**src/rtl/bp_pkg.sv**
```systemverilog
package bp_pkg;

    // Direction counter states; the upper bit is the taken prediction.
    typedef enum logic [1:0] {
        CTR_STRONG_NT = 2'b00,
        CTR_WEAK_NT   = 2'b01,
        CTR_WEAK_T    = 2'b10,
        CTR_STRONG_T  = 2'b11
    } ctr_state_e;

    localparam int unsigned BP_PC_W   = 32;
    localparam int unsigned BP_INSN_B = 4;

endpackage

```
**src/rtl/bp_history_table.sv**
```systemverilog
module bp_history_table
    import bp_pkg::*;
#(
    parameter int unsigned PC_W  = BP_PC_W,
    parameter int unsigned IDX_W = 6
) (
    input  logic            clk,
    input  logic            rst_n,
    input  logic [PC_W-1:0] look_pc,
    output logic            look_taken,
    input  logic            upd_en,
    input  logic [PC_W-1:0] upd_pc,
    input  logic            upd_taken
);

    localparam int unsigned ENTRIES = 1 << IDX_W;

    ctr_state_e             ctr_q [ENTRIES];
    ctr_state_e             ctr_nxt;
    ctr_state_e             look_state;
    logic [IDX_W-1:0]       look_idx;
    logic [IDX_W-1:0]       upd_idx;

    assign look_idx = look_pc[IDX_W+1:2];
    assign upd_idx  = upd_pc[IDX_W+1:2];

    // State register array: one counter per entry.
    always_ff @(posedge clk) begin
        if (!rst_n) begin
            for (int i = 0; i < ENTRIES; i++) begin
                ctr_q[i] <= CTR_WEAK_NT;
            end
        end else if (upd_en) begin
            ctr_q[upd_idx] <= ctr_nxt;
        end
    end

    // Transition logic for the entry being trained.
    always_comb begin
        ctr_nxt = ctr_q[upd_idx];
        unique case (ctr_q[upd_idx])
            CTR_STRONG_NT: ctr_nxt = upd_taken ? CTR_WEAK_NT  : CTR_STRONG_NT;
            CTR_WEAK_NT:   ctr_nxt = upd_taken ? CTR_WEAK_T   : CTR_STRONG_NT;
            CTR_WEAK_T:    ctr_nxt = upd_taken ? CTR_STRONG_T : CTR_WEAK_NT;
            CTR_STRONG_T:  ctr_nxt = upd_taken ? CTR_STRONG_T : CTR_WEAK_T;
            default:       ctr_nxt = CTR_WEAK_NT;
        endcase
    end

    // Output decode for the fetch lookup (reads pre-update contents).
    always_comb begin
        look_state = ctr_q[look_idx];
        unique case (look_state)
            CTR_WEAK_T, CTR_STRONG_T:   look_taken = 1'b1;
            CTR_STRONG_NT, CTR_WEAK_NT: look_taken = 1'b0;
            default:                    look_taken = 1'b0;
        endcase
    end

    // a taken outcome never lowers the trained counter.
    assert_train_up_R3: assert property (@(posedge clk) disable iff (!rst_n)
        (upd_en && upd_taken) |=> (ctr_q[$past(upd_idx)] >= $past(ctr_q[upd_idx])));

    // a not-taken outcome never raises the trained counter.
    assert_train_down_R3: assert property (@(posedge clk) disable iff (!rst_n)
        (upd_en && !upd_taken) |=> (ctr_q[$past(upd_idx)] <= $past(ctr_q[upd_idx])));

    // strong-taken saturates on a further taken outcome.
    assert_saturate_R3: assert property (@(posedge clk) disable iff (!rst_n)
        (upd_en && upd_taken && ctr_q[upd_idx] == CTR_STRONG_T)
        |=> (ctr_q[$past(upd_idx)] == CTR_STRONG_T));

endmodule

```
**src/rtl/bp_target_buffer.sv**
```systemverilog
module bp_target_buffer
    import bp_pkg::*;
#(
    parameter int unsigned PC_W  = BP_PC_W,
    parameter int unsigned IDX_W = 4
) (
    input  logic            clk,
    input  logic            rst_n,
    input  logic [PC_W-1:0] look_pc,
    output logic            look_hit,
    output logic [PC_W-1:0] look_tgt,
    input  logic            wr_en,
    input  logic [PC_W-1:0] wr_pc,
    input  logic [PC_W-1:0] wr_tgt
);

    localparam int unsigned ENTRIES = 1 << IDX_W;
    localparam int unsigned TAG_LSB = IDX_W + 2;
    localparam int unsigned TAG_W   = PC_W - TAG_LSB;

    logic [ENTRIES-1:0]     valid_q;
    logic [TAG_W-1:0]       tag_q [ENTRIES];
    logic [PC_W-1:0]        tgt_q [ENTRIES];

    logic [IDX_W-1:0]       look_idx;
    logic [IDX_W-1:0]       wr_idx;
    logic [TAG_W-1:0]       look_tag;
    logic [TAG_W-1:0]       wr_tag;

    assign look_idx = look_pc[IDX_W+1:2];
    assign look_tag = look_pc[PC_W-1:TAG_LSB];
    assign wr_idx   = wr_pc[IDX_W+1:2];
    assign wr_tag   = wr_pc[PC_W-1:TAG_LSB];

    always_ff @(posedge clk) begin
        if (!rst_n) begin
            valid_q <= '0;
            for (int i = 0; i < ENTRIES; i++) begin
                tag_q[i] <= '0;
                tgt_q[i] <= '0;
            end
        end else if (wr_en) begin
            valid_q[wr_idx] <= 1'b1;
            tag_q[wr_idx]   <= wr_tag;
            tgt_q[wr_idx]   <= wr_tgt;
        end
    end

    always_comb begin
        look_hit = valid_q[look_idx] && (tag_q[look_idx] == look_tag);
        look_tgt = tgt_q[look_idx];
    end

    // a fill leaves a valid entry carrying the written tag and target.
    assert_fill_hit_R5: assert property (@(posedge clk) disable iff (!rst_n)
        wr_en |=> (valid_q[$past(wr_idx)]
                   && tag_q[$past(wr_idx)] == $past(wr_tag)
                   && tgt_q[$past(wr_idx)] == $past(wr_tgt)));

    // no write request means the valid set does not move.
    assert_idle_stable_R10: assert property (@(posedge clk) disable iff (!rst_n)
        !wr_en |=> $stable(valid_q));

endmodule

```
**src/rtl/bp_resolve_check.sv**
```systemverilog
module bp_resolve_check
    import bp_pkg::*;
#(
    parameter int unsigned PC_W = BP_PC_W
) (
    input  logic            res_valid,
    input  logic [PC_W-1:0] res_pc,
    input  logic            res_taken,
    input  logic [PC_W-1:0] res_target,
    input  logic [PC_W-1:0] res_pred_npc,
    output logic            mispredict,
    output logic [PC_W-1:0] fix_pc
);

    logic [PC_W-1:0] fall_pc;

    always_comb begin
        fall_pc    = res_pc + PC_W'(BP_INSN_B);
        fix_pc     = res_taken ? res_target : fall_pc;
        mispredict = res_valid && (fix_pc != res_pred_npc);
    end

endmodule

```
**src/rtl/branch_predictor.sv**
```systemverilog
module branch_predictor
    import bp_pkg::*;
#(
    parameter int unsigned PC_W      = BP_PC_W,
    parameter int unsigned BHT_IDX_W = 6,
    parameter int unsigned BTB_IDX_W = 4
) (
    input  logic            clk,
    input  logic            rst_n,
    input  logic [PC_W-1:0] fetch_pc,
    output logic [PC_W-1:0] fetch_npc,
    output logic            pred_taken,
    input  logic            res_valid,
    input  logic [PC_W-1:0] res_pc,
    input  logic            res_taken,
    input  logic [PC_W-1:0] res_target,
    input  logic [PC_W-1:0] res_pred_npc,
    output logic            flush
);

    logic            dir_taken;
    logic            tgt_hit;
    logic [PC_W-1:0] tgt_pc;
    logic            mispredict;
    logic [PC_W-1:0] fix_pc;
    logic            btb_wr;
    logic [PC_W-1:0] seq_pc;

    assign btb_wr = res_valid && res_taken;
    assign seq_pc = fetch_pc + PC_W'(BP_INSN_B);

    bp_history_table #(
        .PC_W  (PC_W),
        .IDX_W (BHT_IDX_W)
    ) u_bht (
        .clk        (clk),
        .rst_n      (rst_n),
        .look_pc    (fetch_pc),
        .look_taken (dir_taken),
        .upd_en     (res_valid),
        .upd_pc     (res_pc),
        .upd_taken  (res_taken)
    );

    bp_target_buffer #(
        .PC_W  (PC_W),
        .IDX_W (BTB_IDX_W)
    ) u_btb (
        .clk      (clk),
        .rst_n    (rst_n),
        .look_pc  (fetch_pc),
        .look_hit (tgt_hit),
        .look_tgt (tgt_pc),
        .wr_en    (btb_wr),
        .wr_pc    (res_pc),
        .wr_tgt   (res_target)
    );

    bp_resolve_check #(
        .PC_W (PC_W)
    ) u_chk (
        .res_valid    (res_valid),
        .res_pc       (res_pc),
        .res_taken    (res_taken),
        .res_target   (res_target),
        .res_pred_npc (res_pred_npc),
        .mispredict   (mispredict),
        .fix_pc       (fix_pc)
    );

    always_comb begin
        pred_taken = tgt_hit && dir_taken;
        flush      = mispredict;
        if (mispredict) begin
            fetch_npc = fix_pc;
        end else if (pred_taken) begin
            fetch_npc = tgt_pc;
        end else begin
            fetch_npc = seq_pc;
        end
    end

    // a flush is only ever raised by a resolving branch.
    assert_flush_needs_resolve_R7: assert property (@(posedge clk) disable iff (!rst_n)
        flush |-> res_valid);

    // on a flush, fetch leaves the path that was followed.
    assert_redirect_leaves_path_R8: assert property (@(posedge clk) disable iff (!rst_n)
        flush |-> (fetch_npc != res_pred_npc));

endmodule

```
**config.mk**
```make
export PLATFORM = sky130hd
export DESIGN_NAME = branch_predictor
export DESIGN_NICKNAME = d
export VERILOG_FILES = /design/src/rtl/bp_pkg.sv /design/src/rtl/bp_history_table.sv /design/src/rtl/bp_target_buffer.sv /design/src/rtl/bp_resolve_check.sv /design/src/rtl/branch_predictor.sv
export SDC_FILE = /design/constraint.sdc
export NUM_CORES = 2
export LEC_CHECK = 0
export ABC_AREA = 1
export CORE_ASPECT_RATIO = 0.9
export CORE_MARGIN = 2
export CORE_UTILIZATION = 40
export DETAILED_ROUTE_END_ITERATION = 6
export GPL_ROUTABILITY_DRIVEN = 0
export PLACE_DENSITY = 0.66
export REMOVE_ABC_BUFFERS = 1
export SYNTH_ARGS = -nofsm -noshare
export SYNTH_HDL_FRONTEND = slang
export SYNTH_HIERARCHICAL = 1
export SYNTH_SLANG_ARGS = --single-unit
```
**constraint.sdc**
```tcl
create_clock -name clk -period 3.4 [get_ports clk]
set_input_delay 0.34 -clock clk [delete_from_list [all_inputs] [get_ports clk]]
set_output_delay 0.34 -clock clk [all_outputs]
set_load 0.02 [all_outputs]
```
==> impl_metrics.json <==
{
  "outcome": "finished, violations left",
  "failed_checks": "design-rule violations, negative setup slack",
  "slowest_stage": "edfxtp_1",
  "drv_slew": 0,
  "coreArea_um2": 133000,
  "mostFrequentLayoutCells": "nor2_1, nand2_1, edfxtp_1",
  "rrSetupSlack_ns": 1.19,
  "num_rows": 127,
  "crit_arrival_ns": 3.51,
  "finalHoldViolCount": 0,
  "io_buffers": 165,
  "fin_nets": 6530,
  "p_leak_nw": 26.6,
  "r2r-start": "u_bht/ctr_q[16][1]$_SDFFCE_PN0P_",
  "fp.dieW_um": 389,
  "fin_crit_ns": 3.85,
  "root_buffer": "clkbuf_16",
  "insertion_delay_ns": 0.73,
  "design_area_um2": 65100,
  "crit_buf_inv": 6,
  "cpMostUsedCell": "nand3_2",
  "clockBufferDepth": 3,
  "syn_avg_cell_area_um2": 8.80,
  "first_pass_iters": 7,
  "min_to": "u_btb/valid_q[10]$_SDFFE_PN0P_",
  "hold_path_depth": 3,
  "worst_path_largest_cell_delay_ns": 0.37,
  "yosysWarnings": 6,
  "whs_ns": 0.142,
  "die-area_um2": 137000,
  "pin_count": 166,
  "wire_per_inst_um": 24.8,
  "grtUsageTotal_pct": 29.1,
  "synthCells": 6076,
  "cts.sinks": 1072,
  "path_delay_family": "simple AND/OR/NAND/NOR gates",
  "hp-class": "input port to register",
  "initial_utilization_pct": 40.2,
  "critPathCaptureType": "output port",
  "cts_buffers": 107,
  "drive_above_1_share_pct": 14.5,
  "antenna_found_initial": 5,
  "ir_drop_mv": 0.497,
  "critical_path_required_ns": 3.06,
  "fin_ws_ns": -0.451,
  "synthFlopType": "edfxtp_1",
  "worstRegToRegCells": 10,
  "vias_per_cell": 5.74,
  "areaGrowthSynthToFinish_pct": 21.7,
  "worstHoldStart": "rst_n",
  "clkTransAtPathRegs_ns": 0.07,
  "ys_ff_latch": 1072,
  "ys_seq_area_share_pct": 59.9,
  "layout_commonest_cell": "nor2_1",
  "worstMarginPinSlew_ns": 1.34,
  "num_vias": 47300,
  "power.density_nw_per_um2": 489,
  "period_share_pct": 113,
  "cp_cell_sequence": "inv_1, nand2_1, nand3_2, nand3_2, nand3_2, nand2_1, nand2_2, nand2_1, inv_2, nand2_2, nor2_4, nand3_2, nor2_4, buf_6, nand2_8, buf_12, buf_4, nand3_2, nand2_2, nand2_4, buf_6",
  "synth_area_um2": 53400,
  "grt_pass1_vias": 44200,
  "post-dp-hpwl_mm": 124,
  "setup.worst_path.class": "register to output port",
  "pre_cts_slack_ns": -0.938,
  "synth_edf_count": 1056,
  "synth_cell_types": 39,
  "drtAntennaViolNets": 0,
  "synthArstFlopShare_pct": 0,
  "slew_headroom_pct": 10.8,
  "grt_pass1_wl_mm": 292,
  "grt_max_degree": 111,
  "drt_iter0_drc": 7277,
  "gr-total-overflow": 0,
  "grt_setup_unrepaired": "yes",
  "drc": 2,
  "rr_endpoint": "u_bht/ctr_q[16][0]$_SDFFCE_PN1P_",
  "cts_tree": "yes",
  "p_total_w": 0.0318,
  "place_area_um2": 60200,
  "start_kind": "register",
  "max_cap_violations": 0,
  "setup_tns_ns": -11.15,
  "clock.fmax_ghz": 0.260,
  "setup_viol": 33,
  "die_y_um": 351,
  "cts_max_level": 3,
  "skew_ns": 0.00602,
  "wirelength_mm": 204,
  "n_fill_cell": 12200,
  "crit_fanout": 6
}
[sequential cells by signal (all words and copies together) (netlist names)]
register	cells
u_btb/tag_q	416
u_bht/ctr_q	128
u_btb/tgt_q	512
u_btb/valid_q	16
[synth_stat cells, drive strengths merged (22+ instances only)]
cell / count / area, um^2
o221ai: 103 / 902
o21ai: 392 / 1960
o22ai: 33 / 206
clkbuf: 282 / 1060
edfxtp: 1056 / 31700
nor2: 1598 / 6120
or2: 28 / 175
nand3: 376 / 1910
nand2: 1444 / 5490
buf: 139 / 803
o211ai: 69 / 518
nand3b: 22 / 165
inv: 461 / 1730
[per-layer routing]
layer  part of all wire (%)  global-route usage [%]  up-vias
li1                       -                       -    20600
met1                     38                    39.2    22500
met2                     41                    42.1     3558
met3                     16                    10.6      583
met4                    5.2                    12.9       10
met5                  0.092                       0        -
[area by class of cell]
| cell class | count | area (um^2) | area share [%] |
|---|---|---|---|
| inverter | 462 | 1770 | 2.71 |
| timing repair buffer | 632 | 6510 | 10.0 |
| tap | 1741 | 2180 | 3.35 |
| antenna | 4 | 10.0 | 0.0154 |
| sequential | 1072 | 32000 | 49.2 |
| multi-input combinational | 4121 | 18900 | 29.1 |
| clock inverter | 76 | 793 | 1.22 |
| clock buffer | 126 | 2830 | 4.36 |
[timing repair]
item                                    in CTS  in global routing
endpoints found under the setup margin      34                 34
hold buffers                                 0                  0
pin swaps                                   49                 60
cloned                                       2                  1
setup buffers                               11                  8
gates resized for setup                    348                119
[how the worst max path moves through the flow]
stage / startpoint / slack [ns] / endpoint / cells past startpoint
6_report: u_btb/tag_q[5][19]$_SDFFCE_PN0P_ / -0.45 / fetch_npc[22] / 21
3_5_place_dp: res_pc[3] / -0.94 / fetch_npc[3] / 23
5_1_grt: u_btb/tag_q[10][19]$_SDFFCE_PN0P_ / -0.57 / fetch_npc[22] / 22
3_3_place_gp: res_pc[3] / -0.87 / fetch_npc[3] / 25
4_1_cts: u_btb/tag_q[12][0]$_SDFFCE_PN0P_ / -0.37 / fetch_npc[22] / 21
2_1_floorplan: fetch_pc[2] / -3.71 / fetch_npc[4] / 17
[power by group]
part / leakage [nW] / switching [W] / internal, W
sequential: 10.1 / 0.000181 / 0.0151
combinational: 14.7 / 0.00279 / 0.00130
clock: 1.77 / 0.00533 / 0.00710
[metrics by stage]
step | util [%] | instances
after floorplan | - | 5655
after global placement | 45.3 | 8008
after detailed placement | 45.3 | 8008
after CTS | 48.6 | 8221
after global routing | 49.0 | 8230
final | 49.0 | 8234
[cells by family (layout without fill, tap and decap cells)]
logic type / count (synthesis) / in the layout / synth area share (%)
flip-flops: 1072 / 1072 / 59.9
AO/OA/AOI/OAI: 620 / 620 / 6.95
XOR/XNOR: 15 / 15 / 0.246
buffers and inverters: 883 / 1296 / 6.74
other: 0 / 4 / 0
AND/OR/NAND/NOR: 3484 / 3484 / 26.1
adder cells (fa/ha/maj): 2 / 2 / 0.0468
[worst min-delay path, cell delays in order]
cell     delay [ns]
buf_4          0.26
nand2_1        0.14
nand2_1        0.04
Power figures use the tool's default switching activity.
